### config.mk
export PLATFORM = sky130hd
export DESIGN_NAME = dual_sym_8b10b_tx
export DESIGN_NICKNAME = d
export VERILOG_FILES = /design/src/rtl/tx8b10b_pkg.sv /design/src/rtl/tx_sym_encoder.sv /design/src/rtl/tx_control.sv /design/src/rtl/tx_datapath.sv /design/src/rtl/dual_sym_8b10b_tx.sv
export SDC_FILE = /design/constraint.sdc
export NUM_CORES = 1
export LEC_CHECK = 0
export BUFFER_PORTS_ARGS = -buffer_cell sky130_fd_sc_hd__buf_2
export CAP_MARGIN = 40
export CORE_AREA = 2 2 110 112
export DETAILED_ROUTE_END_ITERATION = 6
export DIE_AREA = 0 0 112 114
export GPL_TIMING_DRIVEN = 0
export HOLD_SLACK_MARGIN = 0.08
export PLACE_DENSITY = 0.54
export SYNTH_ARGS = -nofsm -noshare
export SYNTH_HDL_FRONTEND = slang
export SYNTH_HIERARCHICAL = 1
export SYNTH_SLANG_ARGS = --single-unit
### constraint.sdc
create_clock -name clk -period 30.1 [get_ports clk]
set_input_delay 1.505 -clock clk [delete_from_list [all_inputs] [get_ports clk]]
set_output_delay 1.505 -clock clk [all_outputs]
set_load 0.02 [all_outputs]
### src/rtl/tx8b10b_pkg.sv
package tx8b10b_pkg;

  localparam int CODE_BITS     = 10;
  localparam int SYMS_PER_PAIR = 2;
  localparam int PAIR_BITS     = CODE_BITS * SYMS_PER_PAIR;
  localparam int WORD_BITS     = 20;
  localparam int SYM_BITS      = 9;
  localparam int CNT_W         = $clog2(PAIR_BITS);

  // Idle pair: two K28.5 symbols, unused bits low.
  localparam logic [WORD_BITS-1:0] IDLE_WORD = {1'b0, 1'b1, 8'hBC, 1'b0, 1'b1, 8'hBC};

  typedef struct packed {
    logic k;
    logic [7:0] data;
  } symbol_t;

  typedef struct packed {
    logic loadPair;
    logic symStart;
  } txStrobes_t;

  typedef struct packed {
    logic [CODE_BITS-1:0] code;
    logic rdPos;
  } encResult_t;

  // 6-bit sub-block, written abcdei, negative-disparity column.
  function automatic logic [5:0] sixNegLit(input logic [4:0] x);
    logic [5:0] r;
    case (x)
      5'd0:  r = 6'b100111;  5'd1:  r = 6'b011101;
      5'd2:  r = 6'b101101;  5'd3:  r = 6'b110001;
      5'd4:  r = 6'b110101;  5'd5:  r = 6'b101001;
      5'd6:  r = 6'b011001;  5'd7:  r = 6'b111000;
      5'd8:  r = 6'b111001;  5'd9:  r = 6'b100101;
      5'd10: r = 6'b010101;  5'd11: r = 6'b110100;
      5'd12: r = 6'b001101;  5'd13: r = 6'b101100;
      5'd14: r = 6'b011100;  5'd15: r = 6'b010111;
      5'd16: r = 6'b011011;  5'd17: r = 6'b100011;
      5'd18: r = 6'b010011;  5'd19: r = 6'b110010;
      5'd20: r = 6'b001011;  5'd21: r = 6'b101010;
      5'd22: r = 6'b011010;  5'd23: r = 6'b111010;
      5'd24: r = 6'b110011;  5'd25: r = 6'b100110;
      5'd26: r = 6'b010110;  5'd27: r = 6'b110110;
      5'd28: r = 6'b001110;  5'd29: r = 6'b101110;
      5'd30: r = 6'b011110;  default: r = 6'b101011;
    endcase
    return r;
  endfunction

  // 4-bit sub-block, written fghj, negative-disparity column.
  function automatic logic [3:0] fourNegLit(input logic [2:0] y, input logic alt7);
    logic [3:0] r;
    case (y)
      3'd0: r = 4'b1011;
      3'd1: r = 4'b1001;
      3'd2: r = 4'b0101;
      3'd3: r = 4'b1100;
      3'd4: r = 4'b1101;
      3'd5: r = 4'b1010;
      3'd6: r = 4'b0110;
      default: r = alt7 ? 4'b0111 : 4'b1110;
    endcase
    return r;
  endfunction

  function automatic logic ctrlLegal(input logic [7:0] b);
    logic [4:0] x;
    x = b[4:0];
    return (x == 5'd28) ||
           ((b[7:5] == 3'd7) && (x == 5'd23 || x == 5'd27 || x == 5'd29 || x == 5'd30));
  endfunction

  // Code index 0 holds bit a, index 9 holds bit j.
  function automatic logic [CODE_BITS-1:0] packCode(input logic [5:0] six, input logic [3:0] four);
    logic [CODE_BITS-1:0] c;
    for (int i = 0; i < 6; i++) c[i] = six[5-i];
    for (int i = 0; i < 4; i++) c[6+i] = four[3-i];
    return c;
  endfunction

  function automatic encResult_t encodeSym(input symbol_t s, input logic rdPos);
    encResult_t res;
    logic [4:0] x;
    logic [2:0] y;
    logic isK, k28, rdWork, rd6, sixUnbal, fourUnbal, alt7;
    logic [5:0] six;
    logic [3:0] four;
    logic [CODE_BITS-1:0] code;
    x = s.data[4:0];
    y = s.data[7:5];
    isK = s.k && ctrlLegal(s.data);
    k28 = isK && (x == 5'd28);
    // K28 codes are built for negative disparity and inverted whole when positive.
    rdWork = k28 ? 1'b0 : rdPos;
    six = k28 ? 6'b001111 : sixNegLit(x);
    sixUnbal = ($countones(six) != 3);
    if (rdWork && (sixUnbal || x == 5'd7)) six = ~six;
    rd6 = sixUnbal ? ~rdWork : rdWork;
    alt7 = (y == 3'd7) &&
           (isK ||
            (!rd6 && (x == 5'd17 || x == 5'd18 || x == 5'd20)) ||
            ( rd6 && (x == 5'd11 || x == 5'd13 || x == 5'd14)));
    four = fourNegLit(y, alt7);
    fourUnbal = ($countones(four) != 2);
    if (rd6 && (fourUnbal || y == 3'd3)) four = ~four;
    code = packCode(six, four);
    if (k28 && rdPos) code = ~code;
    res.code  = code;
    res.rdPos = ($countones(code) != 5) ? ~rdPos : rdPos;
    return res;
  endfunction

endpackage

### src/rtl/tx_sym_encoder.sv
module tx_sym_encoder
  import tx8b10b_pkg::*;
(
  input  symbol_t              sym,
  input  logic                 rdIn,
  output logic [CODE_BITS-1:0] code,
  output logic                 rdOut,
  output logic                 ctrlBad
);
  encResult_t res;

  always_comb begin
    res     = encodeSym(sym, rdIn);
    code    = res.code;
    rdOut   = res.rdPos;
    ctrlBad = sym.k && !ctrlLegal(sym.data);
  end
endmodule

### src/rtl/tx_control.sv
module tx_control
  import tx8b10b_pkg::*;
(
  input  logic       clk,
  input  logic       rstN,
  output txStrobes_t strobes
);
  localparam logic [CNT_W-1:0] LAST_IDX   = CNT_W'(PAIR_BITS - 1);
  localparam logic [CNT_W-1:0] SECOND_IDX = CNT_W'(CODE_BITS);

  logic [CNT_W-1:0] bitIdx;

  always_ff @(posedge clk) begin
    if (!rstN)                  bitIdx <= LAST_IDX;
    else if (bitIdx == LAST_IDX) bitIdx <= '0;
    else                        bitIdx <= bitIdx + 1'b1;
  end

  always_comb begin
    strobes.loadPair = rstN && (bitIdx == LAST_IDX);
    strobes.symStart = rstN && ((bitIdx == '0) || (bitIdx == SECOND_IDX));
  end
endmodule

### src/rtl/tx_datapath.sv
module tx_datapath
  import tx8b10b_pkg::*;
(
  input  logic                 clk,
  input  logic                 rstN,
  input  txStrobes_t           strobes,
  input  logic [WORD_BITS-1:0] wordIn,
  input  logic                 wordValid,
  input  logic                 lowFirst,
  input  logic                 aFirst,
  output logic                 serOut,
  output logic                 badCtrl
);
  logic [WORD_BITS-1:0] srcWord;
  symbol_t              hiSym, loSym;
  symbol_t              syms    [SYMS_PER_PAIR];
  logic [CODE_BITS-1:0] codes   [SYMS_PER_PAIR];
  logic                 rdChain [SYMS_PER_PAIR+1];
  logic [SYMS_PER_PAIR-1:0] badVec;
  logic [PAIR_BITS-1:0] loadVec;
  logic [PAIR_BITS-1:0] shiftReg;
  logic                 rdReg;
  logic                 unusedPadBits;

  function automatic logic [CODE_BITS-1:0] orderBits(input logic [CODE_BITS-1:0] c, input logic aLead);
    logic [CODE_BITS-1:0] o;
    for (int i = 0; i < CODE_BITS; i++) o[i] = aLead ? c[i] : c[CODE_BITS-1-i];
    return o;
  endfunction

  assign srcWord       = wordValid ? wordIn : IDLE_WORD;
  assign hiSym         = symbol_t'(srcWord[18:10]);
  assign loSym         = symbol_t'(srcWord[8:0]);
  assign unusedPadBits = srcWord[19] ^ srcWord[9];
  assign syms[0]       = lowFirst ? loSym : hiSym;
  assign syms[1]       = lowFirst ? hiSym : loSym;
  assign rdChain[0]    = rdReg;

  for (genvar g = 0; g < SYMS_PER_PAIR; g++) begin : g_enc
    tx_sym_encoder u_enc (
      .sym    (syms[g]),
      .rdIn   (rdChain[g]),
      .code   (codes[g]),
      .rdOut  (rdChain[g+1]),
      .ctrlBad(badVec[g])
    );
    assign loadVec[g*CODE_BITS +: CODE_BITS] = orderBits(codes[g], aFirst);
  end

  always_ff @(posedge clk) begin
    if (!rstN) begin
      shiftReg <= '0;
      rdReg    <= 1'b0;
      badCtrl  <= 1'b0;
    end else if (strobes.loadPair) begin
      shiftReg <= loadVec;
      rdReg    <= rdChain[SYMS_PER_PAIR];
      if (|badVec) badCtrl <= 1'b1;
    end else begin
      shiftReg <= shiftReg >> 1;
    end
  end

  assign serOut = shiftReg[0];
endmodule

### src/rtl/dual_sym_8b10b_tx.sv
module dual_sym_8b10b_tx
  import tx8b10b_pkg::*;
(
  input  logic        clk,
  input  logic        rstN,
  input  logic [19:0] wordIn,
  input  logic        wordValid,
  input  logic        lowFirst,
  input  logic        aFirst,
  output logic        serOut,
  output logic        symStrobe,
  output logic        pairLoad,
  output logic        badCtrl
);
  txStrobes_t strobes;

  tx_control u_ctrl (
    .clk    (clk),
    .rstN   (rstN),
    .strobes(strobes)
  );

  tx_datapath u_dp (
    .clk      (clk),
    .rstN     (rstN),
    .strobes  (strobes),
    .wordIn   (wordIn),
    .wordValid(wordValid),
    .lowFirst (lowFirst),
    .aFirst   (aFirst),
    .serOut   (serOut),
    .badCtrl  (badCtrl)
  );

  assign symStrobe = strobes.symStart;
  assign pairLoad  = strobes.loadPair;
endmodule

======== After elaboration in Yosys (flattened, before gate mapping) ========
Memory sizes are Yosys's and may differ from the RTL's.
Index checks and enable logic that the tools add are counted.
word-level totals
  input port bits ......................... 25
  register bits after elaboration ......... 27
  memory bits (read-only) ................. 384
  output and inout bits ................... 4
  memories kept ........................... 2
cells by class
  multiplexer cells ....................... 43
  bitwise logic cells ..................... 11
  equal/unequal tests ..................... 46
  add/sub/neg operators ................... 35
  reduce and logical (&&, ||, !) cells .... 58
memory list
  memory            depth  width  rd ports  clocked after Yosys merged registers in  write ports  line               source
  (name not given)  32     6      1         0                                        0            tx8b10b_pkg.sv:31  case (x)
  (name not given)  32     6      1         0                                        0            tx8b10b_pkg.sv:31
operators by type and width
  kind                number
  $eq 5x5->1 const B  17
  $pmux 4 s7          2
  $add 1x1->2         20
  $mux 19             2
  $eq 5x4->1 const B  7
  $mux 1              26
  $logic_or 1x1->1    25
  $add 2x2->3         8
  $eq 3x3->1 const B  8
  $mux 6              4
  $logic_and 1x1->1   22
  $mux 10             2
  $not 10->10         2
  $mux 9              2
  $mux 4              4
  $eq 3x2->1 const B  4
  $not 6->6           2
  $add 4x2->5         2
  $eq 5x3->1 const B  2
  $ne 5x3->1 const B  2
  $add 3x2->4         2
  $add 3x3->4         2
  $ne 4x2->1 const B  2
  $not 4->4           2
  other kinds (10)    22

======== Depth between registers and ports, before layout ========
Gate-level depths: netlist (run 1).
  depth after elaboration ................. 61
  mapped depth ............................ 71
  depth with buffers taken out ............ 68

======== Hierarchy ========
Netlist (run 1), hierarchy kept.
by module, submodules not included
  module                                sequential area each (um^2)  area each (um^2)  instances  cells each
  tx_sym_encoder (u_dp.g_enc[1].u_enc)  0.0                          1285.0            1          160
  tx_datapath                           440.4                        1218.7            1          134
  tx_sym_encoder (u_dp.g_enc[0].u_enc)  0.0                          1168.6            1          151
  tx_control                            100.1                        285.3             1          30

======== Least setup slack after synthesis (run 1) ========
Ideal clock, no wire load.
  path kind ............................... input port to flip-flop
  start ................................... in lowFirst
  end ..................................... reg u_dp.rdReg
  slack ................................... 14.057 ns
  arrival time ............................ 15.927 ns
  data required time ...................... 29.984 ns
  stages on the path ...................... 65
  path buffers ............................ 3
  setup time .............................. 0.116 ns
  cell sequence ........................... buf_6 mux2i_1 nor2b_1 inv_1 ha_1 mux2_2 a21oi_1 nor2_1 a31oi_1 fa_1 inv_1 fa_1 inv_1 ha_1 inv_1 fa_1 nand3b_1 o211ai_1 [29 not listed] ha_1 o211ai_1 mux2i_1 a21o_1 clkbuf_1 xnor2_1 fa_1 fa_1 inv_1 fa_1 ha_1 inv_1 fa_1 o21ai_0 nand3_1 xor2_1 mux2i_1 nor2b_1
RTL lines
  item                  line                    source
  from (decl)           dual_sym_8b10b_tx.sv:8  input logic lowFirst,
  to (signal assigned)  tx_datapath.sv:57       rdReg <= rdChain[SYMS_PER_PAIR];
  to (decl)             tx_datapath.sv:22       logic rdReg;

==> results.json, run 1 <==
{
  "status": "completed",
  "cts_max_level": 1,
  "clkSinkCount": 27,
  "synth_compound_area_frac": 0.222,
  "path_common_cell": "fa_1",
  "dp_hpwl_mm": 7.26,
  "synth_fa_ha_area_frac": 0.192,
  "netlist.area_leader.share": 0.137,
  "overflow": 0,
  "cts_buffers": 3,
  "synth_nets": 549,
  "core_area_sq_um": 11700,
  "synth_top_cell_by_area": "dfxtp_1",
  "rsz0062_at_grt": "no",
  "initial_core_util": 0.338,
  "worst_ep_required_time_ps": 30250,
  "rr_endpoint": "u_dp/rdReg",
  "ys_types": 77,
  "synth-seq-cells": 27,
  "antenna_found_initial": 0,
  "async_flop_share": 0,
  "cts_max_path_buffers": 2,
  "r2r-start": "u_dp/rdReg",
  "die_h_um": 114,
  "drt_iter0_drc": 228,
  "crit_path_max_incr_delay_ps": 550,
  "track_usage": 0.142,
  "vias": 3357,
  "avgSynthCellArea_sq_um": 8.33,
  "ios": 29,
  "cp.arrival_ps": 17450,
  "io_buffers": 23,
  "wl_per_cell_um": 13.7,
  "cts-root-buf": "clkbuf_16",
  "wl_mm": 8.87,
  "finalNetCount": 577,
  "fin_ws_ps": 12800,
  "final_common_cell": "mux2i_1",
  "synth-edff-count": 0,
  "syn_area_sq_um": 3960,
  "fmax_ghz": 0.0578,
  "fin_setup_tns_ps": 0,
  "die_area_sq_um": 12800,
  "worst_path_max_delay_cell": "fa_1",
  "cts_resized": 0,
  "routabilityCongestion": 0.850,
  "hold_depth": 1,
  "final_cell_mix": "mux2i_1, inv_1, a21oi_1",
  "drive_above_1_share": 0.143,
  "cts_setup_buffers": 0,
  "synth_simple_gate_area_frac": 0.171,
  "setup_violations": 0,
  "synthCells": 475,
  "syn2layout_area_growth_pct": 9.55,
  "ys.warnings.count": 6,
  "period_needed_ps": 17300,
  "synth_area_leaders": "dfxtp_1, mux2i_1, ha_1, fa_1, a21oi_1",
  "cts.clk_slew.worst_paths_ps": 60,
  "hold_class": "flop to flop",
  "yosys_most_used_dff": "dfxtp_1",
  "postRouteAntennaNets": 0,
  "grt_pass1_vias": 3380,
  "cts_tree": "yes",
  "dp_slack_ps": 12480,
  "grt_max_degree": 15,
  "routed_via_density": 5.17,
  "worst_pin_slew_ps": 788,
  "grt_first_pass_wirelength_mm": 15.6,
  "maxSlewViolCount": 0,
  "skew_ps": 1.92,
  "drv_cap": 0,
  "slew_headroom": 0.468,
  "drt-pass1-iter-count": 4,
  "num_rows": 40,
  "insertion_delay_ps": 260,
  "synth_xor_xnor_area_share": 0.0436,
  "reg2reg_depth": 50,
  "synth_top_family_by_area": "compound AO/OA/AOI/OAI gates",
  "fp.dieW_um": 112,
  "postCtsHoldBufs": 0,
  "critPathKind": "input port to flop",
  "regToRegSetupSlack_ps": 17370,
  "hold_end": "u_dp/badCtrl",
  "drc_errors": 0,
  "critPathMaxFanout": 9,
  "antenna_cells": 0,
  "muxShareOfSynthArea": 0.146,
  "end_kind": "flop",
  "min-delay-start": "u_dp/badCtrl",
  "hold_viol_final": 0,
  "period_share": 0.575,
  "start_kind": "input port",
  "ys_seq_area_frac": 0.137
}
-- critical path: cells and delay by family --
kind	cells	cell delay, ps
fa+ha+maj	21	7740
compound gates	13	2700
simple gates	10	2370
buf+inv	13	1440
xor+xnor	4	1020
mux	3	670
-- metrics by stage --
stage               hold slack [ps]   util  std cells  cell area [sq um]
floorplan                       458      -        475               3960
global placement                466  0.363        645               4260
detailed placement              469  0.363        645               4260
CTS                             486  0.370        649               4340
global route                    500  0.370        649               4340
finish                          473  0.370        649               4340
-- layer usage --
layer	vias up	global-route usage	share of wire
li1	1739	-	-
met1	1580	0.193	0.48
met2	32	0.251	0.50
met3	6	0.0106	0.013
met4	0	0.0268	0.0060
met5	-	0	0
-- registers in the layout, indices dropped and copies added (netlist names) --
register / count
u_dp/rdReg: 1
u_dp/badCtrl: 1
u_dp/shiftReg: 20
u_ctrl/bitIdx: 5
-- layout make-up --
cell class / instances / area, sq um
sequential: 27 / 541
multi-input combinational: 376 / 3060
inverter: 43 / 161
tap: 147 / 184
timing repair buffer: 23 / 115
buffer: 29 / 191
clock buffer: 4 / 78.8
fill: 1248 / 7380
-- cell usage after synthesis, drive strengths merged, types with 4 or more instances --
master,instances
mux2i,51
a2111oi,4
clkbuf,6
inv,43
dfxtp,27
fa,18
nand2b,5
and2,5
a21oi,38
a211oi,5
nand3,16
nor3,4
nand3b,5
o21ai,37
buf,23
o211ai,4
o21a,8
nor2,20
nor2b,19
xor2,7
nand2,27
ha,31
xnor2,11
a21o,4
mux2,6
-- kinds of logic (layout without fill, tap and decap cells) --
logic type,Yosys count,count (layout)
flip-flops,27,27
buffers and inverters,72,99
XOR/XNOR,18,18
multiplexers,57,57
adder cells (fa/ha/maj),50,50
AND/OR/NAND/NOR,120,120
AO/OA/AOI/OAI,131,131
-- how the worst max path moves through the flow --
stage	slack, ps	start	to	depth (start not counted)
global route	11480	wordValid	u_dp/rdReg	64
floorplan	14060	lowFirst	u_dp/rdReg	65
global placement	12770	wordValid	u_dp/rdReg	64
finish	12800	wordValid	u_dp/rdReg	64
CTS	12730	wordValid	u_dp/rdReg	64
detailed placement	12480	wordValid	u_dp/rdReg	64
Power of run 1 is left out: the tool's default activity adds up to more than one toggle a clock period on the data nets, which glitch-free logic cannot reach.
==> run 2: changes to the inputs <==
--- a/config.mk
+++ b/config.mk
@@ -12,7 +12,7 @@
 export DIE_AREA = 0 0 112 114
 export GPL_TIMING_DRIVEN = 0
 export HOLD_SLACK_MARGIN = 0.08
-export PLACE_DENSITY = 0.54
+export PLACE_DENSITY = 0.56
 export SYNTH_ARGS = -nofsm -noshare
 export SYNTH_HDL_FRONTEND = slang
 export SYNTH_HIERARCHICAL = 1
==> constraint.sdc (replaced) <==
create_clock -name clk -period 15.4 [get_ports clk]
set_input_delay 0.77 -clock clk [delete_from_list [all_inputs] [get_ports clk]]
set_output_delay 0.77 -clock clk [all_outputs]
set_load 0.02 [all_outputs]
==> results.json, run 2 (same netlist as run 1, synthesis figures left out) <==
{
  "regMostFlops": "u_dp/shiftReg",
  "cts-root-buf": "clkbuf_16",
  "worst_path_max_delay_cell": "fa_1",
  "status": "completed",
  "clkSinkCount": 27,
  "critPathMaxFanout": 7,
  "io_buffers": 23,
  "worst_pin_slew_ps": 763,
  "critPathKind": "input port to flop",
  "insertion_delay_ps": 260,
  "overflow": 0,
  "r2r-start": "u_dp/rdReg",
  "crit_path_max_incr_delay_ps": 560,
  "hold_class": "flop to flop",
  "cts_tree": "yes",
  "postRouteAntennaNets": 0,
  "grt_max_degree": 17,
  "drt-pass1-iter-count": 4,
  "cp.arrival_ps": 15250,
  "antenna_cells": 0,
  "drive_above_1_share": 0.284,
  "antenna_found_initial": 0,
  "finalNetCount": 603,
  "largest_register_ffs": 20,
  "cts_max_path_buffers": 2,
  "die_area_sq_um": 12800,
  "fmax_ghz": 0.0663,
  "grt_first_pass_wirelength_mm": 15.6,
  "routed_via_density": 5.23,
  "path_common_cell": "fa_1",
  "skew_ps": 7.87,
  "final_cell_mix": "mux2i_1, buf_2, a21oi_1",
  "routabilityCongestion": 0.822,
  "start_kind": "input port",
  "period_needed_ps": 15090,
  "end_kind": "flop",
  "rsz0062_at_grt": "yes",
  "postCtsHoldBufs": 0,
  "worst_ep_required_time_ps": 15560,
  "maxSlewViolCount": 0,
  "slew_headroom": 0.485,
  "dp_hpwl_mm": 7.18,
  "hold_depth": 1,
  "num_rows": 40,
  "hold_viol_final": 0,
  "drv_cap": 0,
  "wl_mm": 9.42,
  "cts.clk_slew.worst_paths_ps": 70,
  "final_common_cell": "mux2i_1",
  "fin_util": 0.414,
  "reg.largest.list": "u_dp/shiftReg (20), u_ctrl/bitIdx (5)",
  "grt_pass1_vias": 3358,
  "vias": 3528,
  "die_h_um": 114,
  "drt_iter0_drc": 275,
  "core_area_sq_um": 11700,
  "setup_violations": 0,
  "fin_setup_tns_ps": 0,
  "initial_core_util": 0.338,
  "drc_errors": 0,
  "ios": 29,
  "cts_buffers": 3,
  "reg2reg_depth": 47,
  "period_share": 0.980,
  "crit_start": "lowFirst",
  "cts_max_level": 1,
  "track_usage": 0.141,
  "fp.dieW_um": 112,
  "syn2layout_area_growth_pct": 22.6,
  "fin_area_sq_um": 4850,
  "dpl_cell_area_sq_um": 4260,
  "wl_per_cell_um": 13.9,
  "min-delay-start": "u_dp/badCtrl"
}
==> run 2: worst max-delay path, delay by kind of cell <==
| family | cells | cell delay [ps] |
|---|---|---|
| buffers and inverters | 12 | 660 |
| AO/OA/AOI/OAI | 11 | 2290 |
| adder cells (fa/ha/maj) | 21 | 8220 |
| AND/OR/NAND/NOR | 10 | 1870 |
| XOR/XNOR | 4 | 690 |
| multiplexers | 4 | 730 |
==> run 2: layer usage <==
layer | vias up | GRT usage | wire [um]
met2 | 47 | 0.258 | 4820
met4 | 0 | 0.0187 | 66
li1 | 1797 | - | -
met3 | 8 | 0.00744 | 192
met1 | 1676 | 0.189 | 4330
met5 | - | 0 | 0
==> run 2: path summary, 6_finish.rpt <==
kind	end	slack (ps)
max reg2reg	u_dp/rdReg	3490
max	u_dp/rdReg	310
min reg2reg	u_dp/badCtrl	480
min	u_dp/badCtrl	480
==> run 2: area by class of cell <==
type | instances | area, sq um
Inverter | 43 | 166
Tap cell | 147 | 184
Clock buffer | 3 | 75.1
Sequential cell | 27 | 541
Clock inverter | 1 | 7.51
Fill cell | 1204 | 6860
Buffer | 27 | 203
Multi-Input combinational cell | 376 | 3350
Timing Repair Buffer | 51 | 329
==> run 2: repair_timing <==
item,CTS,global route
pin swaps,2,41
setup buffers,3,25
endpoints found under the setup margin,1,1
cloned,0,0
gates resized for setup,20,61
==> run 2: metrics by stage <==
step | std cells | setup slack (ps) | hold WS [ps]
after CTS | 651 | 47.5 | 484
final | 675 | 311 | 477
after global placement | 645 | -1190 | 465
after floorplan | 475 | 91.7 | 458
after detailed placement | 645 | -1390 | 466
after global routing | 675 | -275 | 511
Power of run 2 is left out for the same reason.
==> run 3: changes to the inputs <==
--- a/config.mk
+++ b/config.mk
@@ -12,7 +12,7 @@
 export DIE_AREA = 0 0 112 114
 export GPL_TIMING_DRIVEN = 0
 export HOLD_SLACK_MARGIN = 0.08
-export PLACE_DENSITY = 0.56
+export PLACE_DENSITY = 0.54
 export SYNTH_ARGS = -nofsm -noshare
 export SYNTH_HDL_FRONTEND = slang
 export SYNTH_HIERARCHICAL = 1
==> constraint.sdc (replaced) <==
create_clock -name clk -period 16.8 [get_ports clk]
set_input_delay 0.84 -clock clk [delete_from_list [all_inputs] [get_ports clk]]
set_output_delay 0.84 -clock clk [all_outputs]
set_load 0.02 [all_outputs]
==> results.json, run 3 (same netlist as run 1, synthesis figures left out) <==
{
  "ios": 29,
  "maxSlewViolCount": 0,
  "skew_ps": 1.88,
  "setup_violations": 0,
  "syn2layout_area_growth_pct": 11.9,
  "routabilityCongestion": 0.850,
  "drive_above_1_share": 0.170,
  "regMostFlops": "u_dp/shiftReg",
  "hold_class": "flop to flop",
  "largest_register_ffs": 20,
  "period_needed_ps": 15690,
  "worst_path_max_delay_cell": "fa_1",
  "slew_headroom": 0.468,
  "rr_endpoint": "u_dp/rdReg",
  "hold_depth": 1,
  "grt_pass1_vias": 3380,
  "grt_first_pass_wirelength_mm": 15.6,
  "finalNetCount": 581,
  "vias": 3381,
  "cp.arrival_ps": 15840,
  "critPathKind": "input port to flop",
  "io_buffers": 23,
  "final_cell_mix": "mux2i_1, inv_1, a21oi_1",
  "final_common_cell": "mux2i_1",
  "insertion_delay_ps": 260,
  "reg2reg_depth": 49,
  "critPathMaxFanout": 9,
  "track_usage": 0.142,
  "worst_ep_required_time_ps": 16950,
  "antenna_cells": 0,
  "fmax_ghz": 0.0637,
  "path_common_cell": "fa_1",
  "worst_pin_slew_ps": 788,
  "antenna_found_initial": 0,
  "period_share": 0.934,
  "grt_max_degree": 15,
  "cts_tree": "yes",
  "cts_max_path_buffers": 2,
  "hold_end": "u_dp/badCtrl",
  "layout.cells.non_filler": 653,
  "overflow": 0,
  "regToRegSetupSlack_ps": 4590,
  "die_area_sq_um": 12800,
  "drc_errors": 0,
  "end_kind": "flop",
  "num_rows": 40,
  "status": "completed",
  "rsz0062_at_grt": "no",
  "r2r-start": "u_dp/rdReg",
  "routed_via_density": 5.18,
  "die_h_um": 114,
  "wl_per_cell_um": 13.7,
  "hold_viol_final": 0,
  "drt_iter0_drc": 212,
  "min-delay-start": "u_dp/badCtrl",
  "drv_cap": 0,
  "postRouteAntennaNets": 0,
  "reg.largest.list": "u_dp/shiftReg (20), u_ctrl/bitIdx (5)",
  "initial_core_util": 0.338,
  "clkSinkCount": 27,
  "core_area_sq_um": 11700,
  "wl_mm": 8.97,
  "crit_path_max_incr_delay_ps": 570,
  "drt-pass1-iter-count": 4,
  "dp_hpwl_mm": 7.26,
  "cts.clk_slew.worst_paths_ps": 60,
  "cts_max_level": 1,
  "start_kind": "input port",
  "fp.dieW_um": 112,
  "cts-root-buf": "clkbuf_16",
  "dp.cells": 645,
  "cts_buffers": 3
}
[run 3: how the worst max path moves through the flow]
stage,from,to,slack [ps],depth (start not counted)
floorplan,lowFirst,u_dp/rdReg,1420,65
global placement,wordValid,u_dp/rdReg,140,64
detailed placement,wordValid,u_dp/rdReg,-150,64
CTS,wordValid,u_dp/rdReg,90,64
global route,lowFirst,u_dp/rdReg,70,65
finish,wordValid,u_dp/rdReg,1110,62
[run 3: routing by layer]
metal	part of all wire	GRT usage	vias up
met4	0.0086	0.0268	0
met5	0	0	-
met2	0.49	0.251	34
met1	0.48	0.193	1592
met3	0.016	0.0106	8
li1	-	-	1747
[run 3: per-stage QoR]
| stage | hold slack, ps | setup slack (ps) | cell area [sq um] | setup TNS (ps) | utilization |
|---|---|---|---|---|---|
| 5_1_grt | 500 | 67.8 | 4430 | 0 | 0.378 |
| 6_report | 473 | 1110 | 4430 | 0 | 0.378 |
| 3_5_place_dp | 469 | -153 | 4260 | -153 | 0.363 |
| 4_1_cts | 486 | 92.1 | 4340 | 0 | 0.370 |
| 3_3_place_gp | 466 | 137 | 4260 | 0 | 0.363 |
| 2_1_floorplan | 458 | 1420 | 3960 | 0 | - |
[run 3: cell type report]
| class | instances | area [sq um] |
|---|---|---|
| multi-input cells | 376 | 3120 |
| inverters | 43 | 161 |
| clock buffers | 4 | 78.8 |
| plain buffers | 28 | 188 |
| flip-flops and latches | 27 | 541 |
| repair buffers | 28 | 153 |
| well taps | 147 | 184 |
| fillers | 1241 | 7280 |
[run 3: timing repair]
action | CTS | global route
gates resized for setup | 0 | 13
hold buffers | 0 | 0
setup buffers | 0 | 5
setup endpoints to repair | 0 | 1
[run 3: worst max-delay path: cells and delay by family]
kind | cells | cell delay, ps
xor gates and xnor gates | 4 | 810
adders and majority gates | 21 | 7970
buffers and inverters | 11 | 840
muxes | 2 | 300
and+or+nand+nor | 10 | 2210
AOI/OAI and AO/OA | 14 | 2900
Power of run 3 is left out for the same reason.
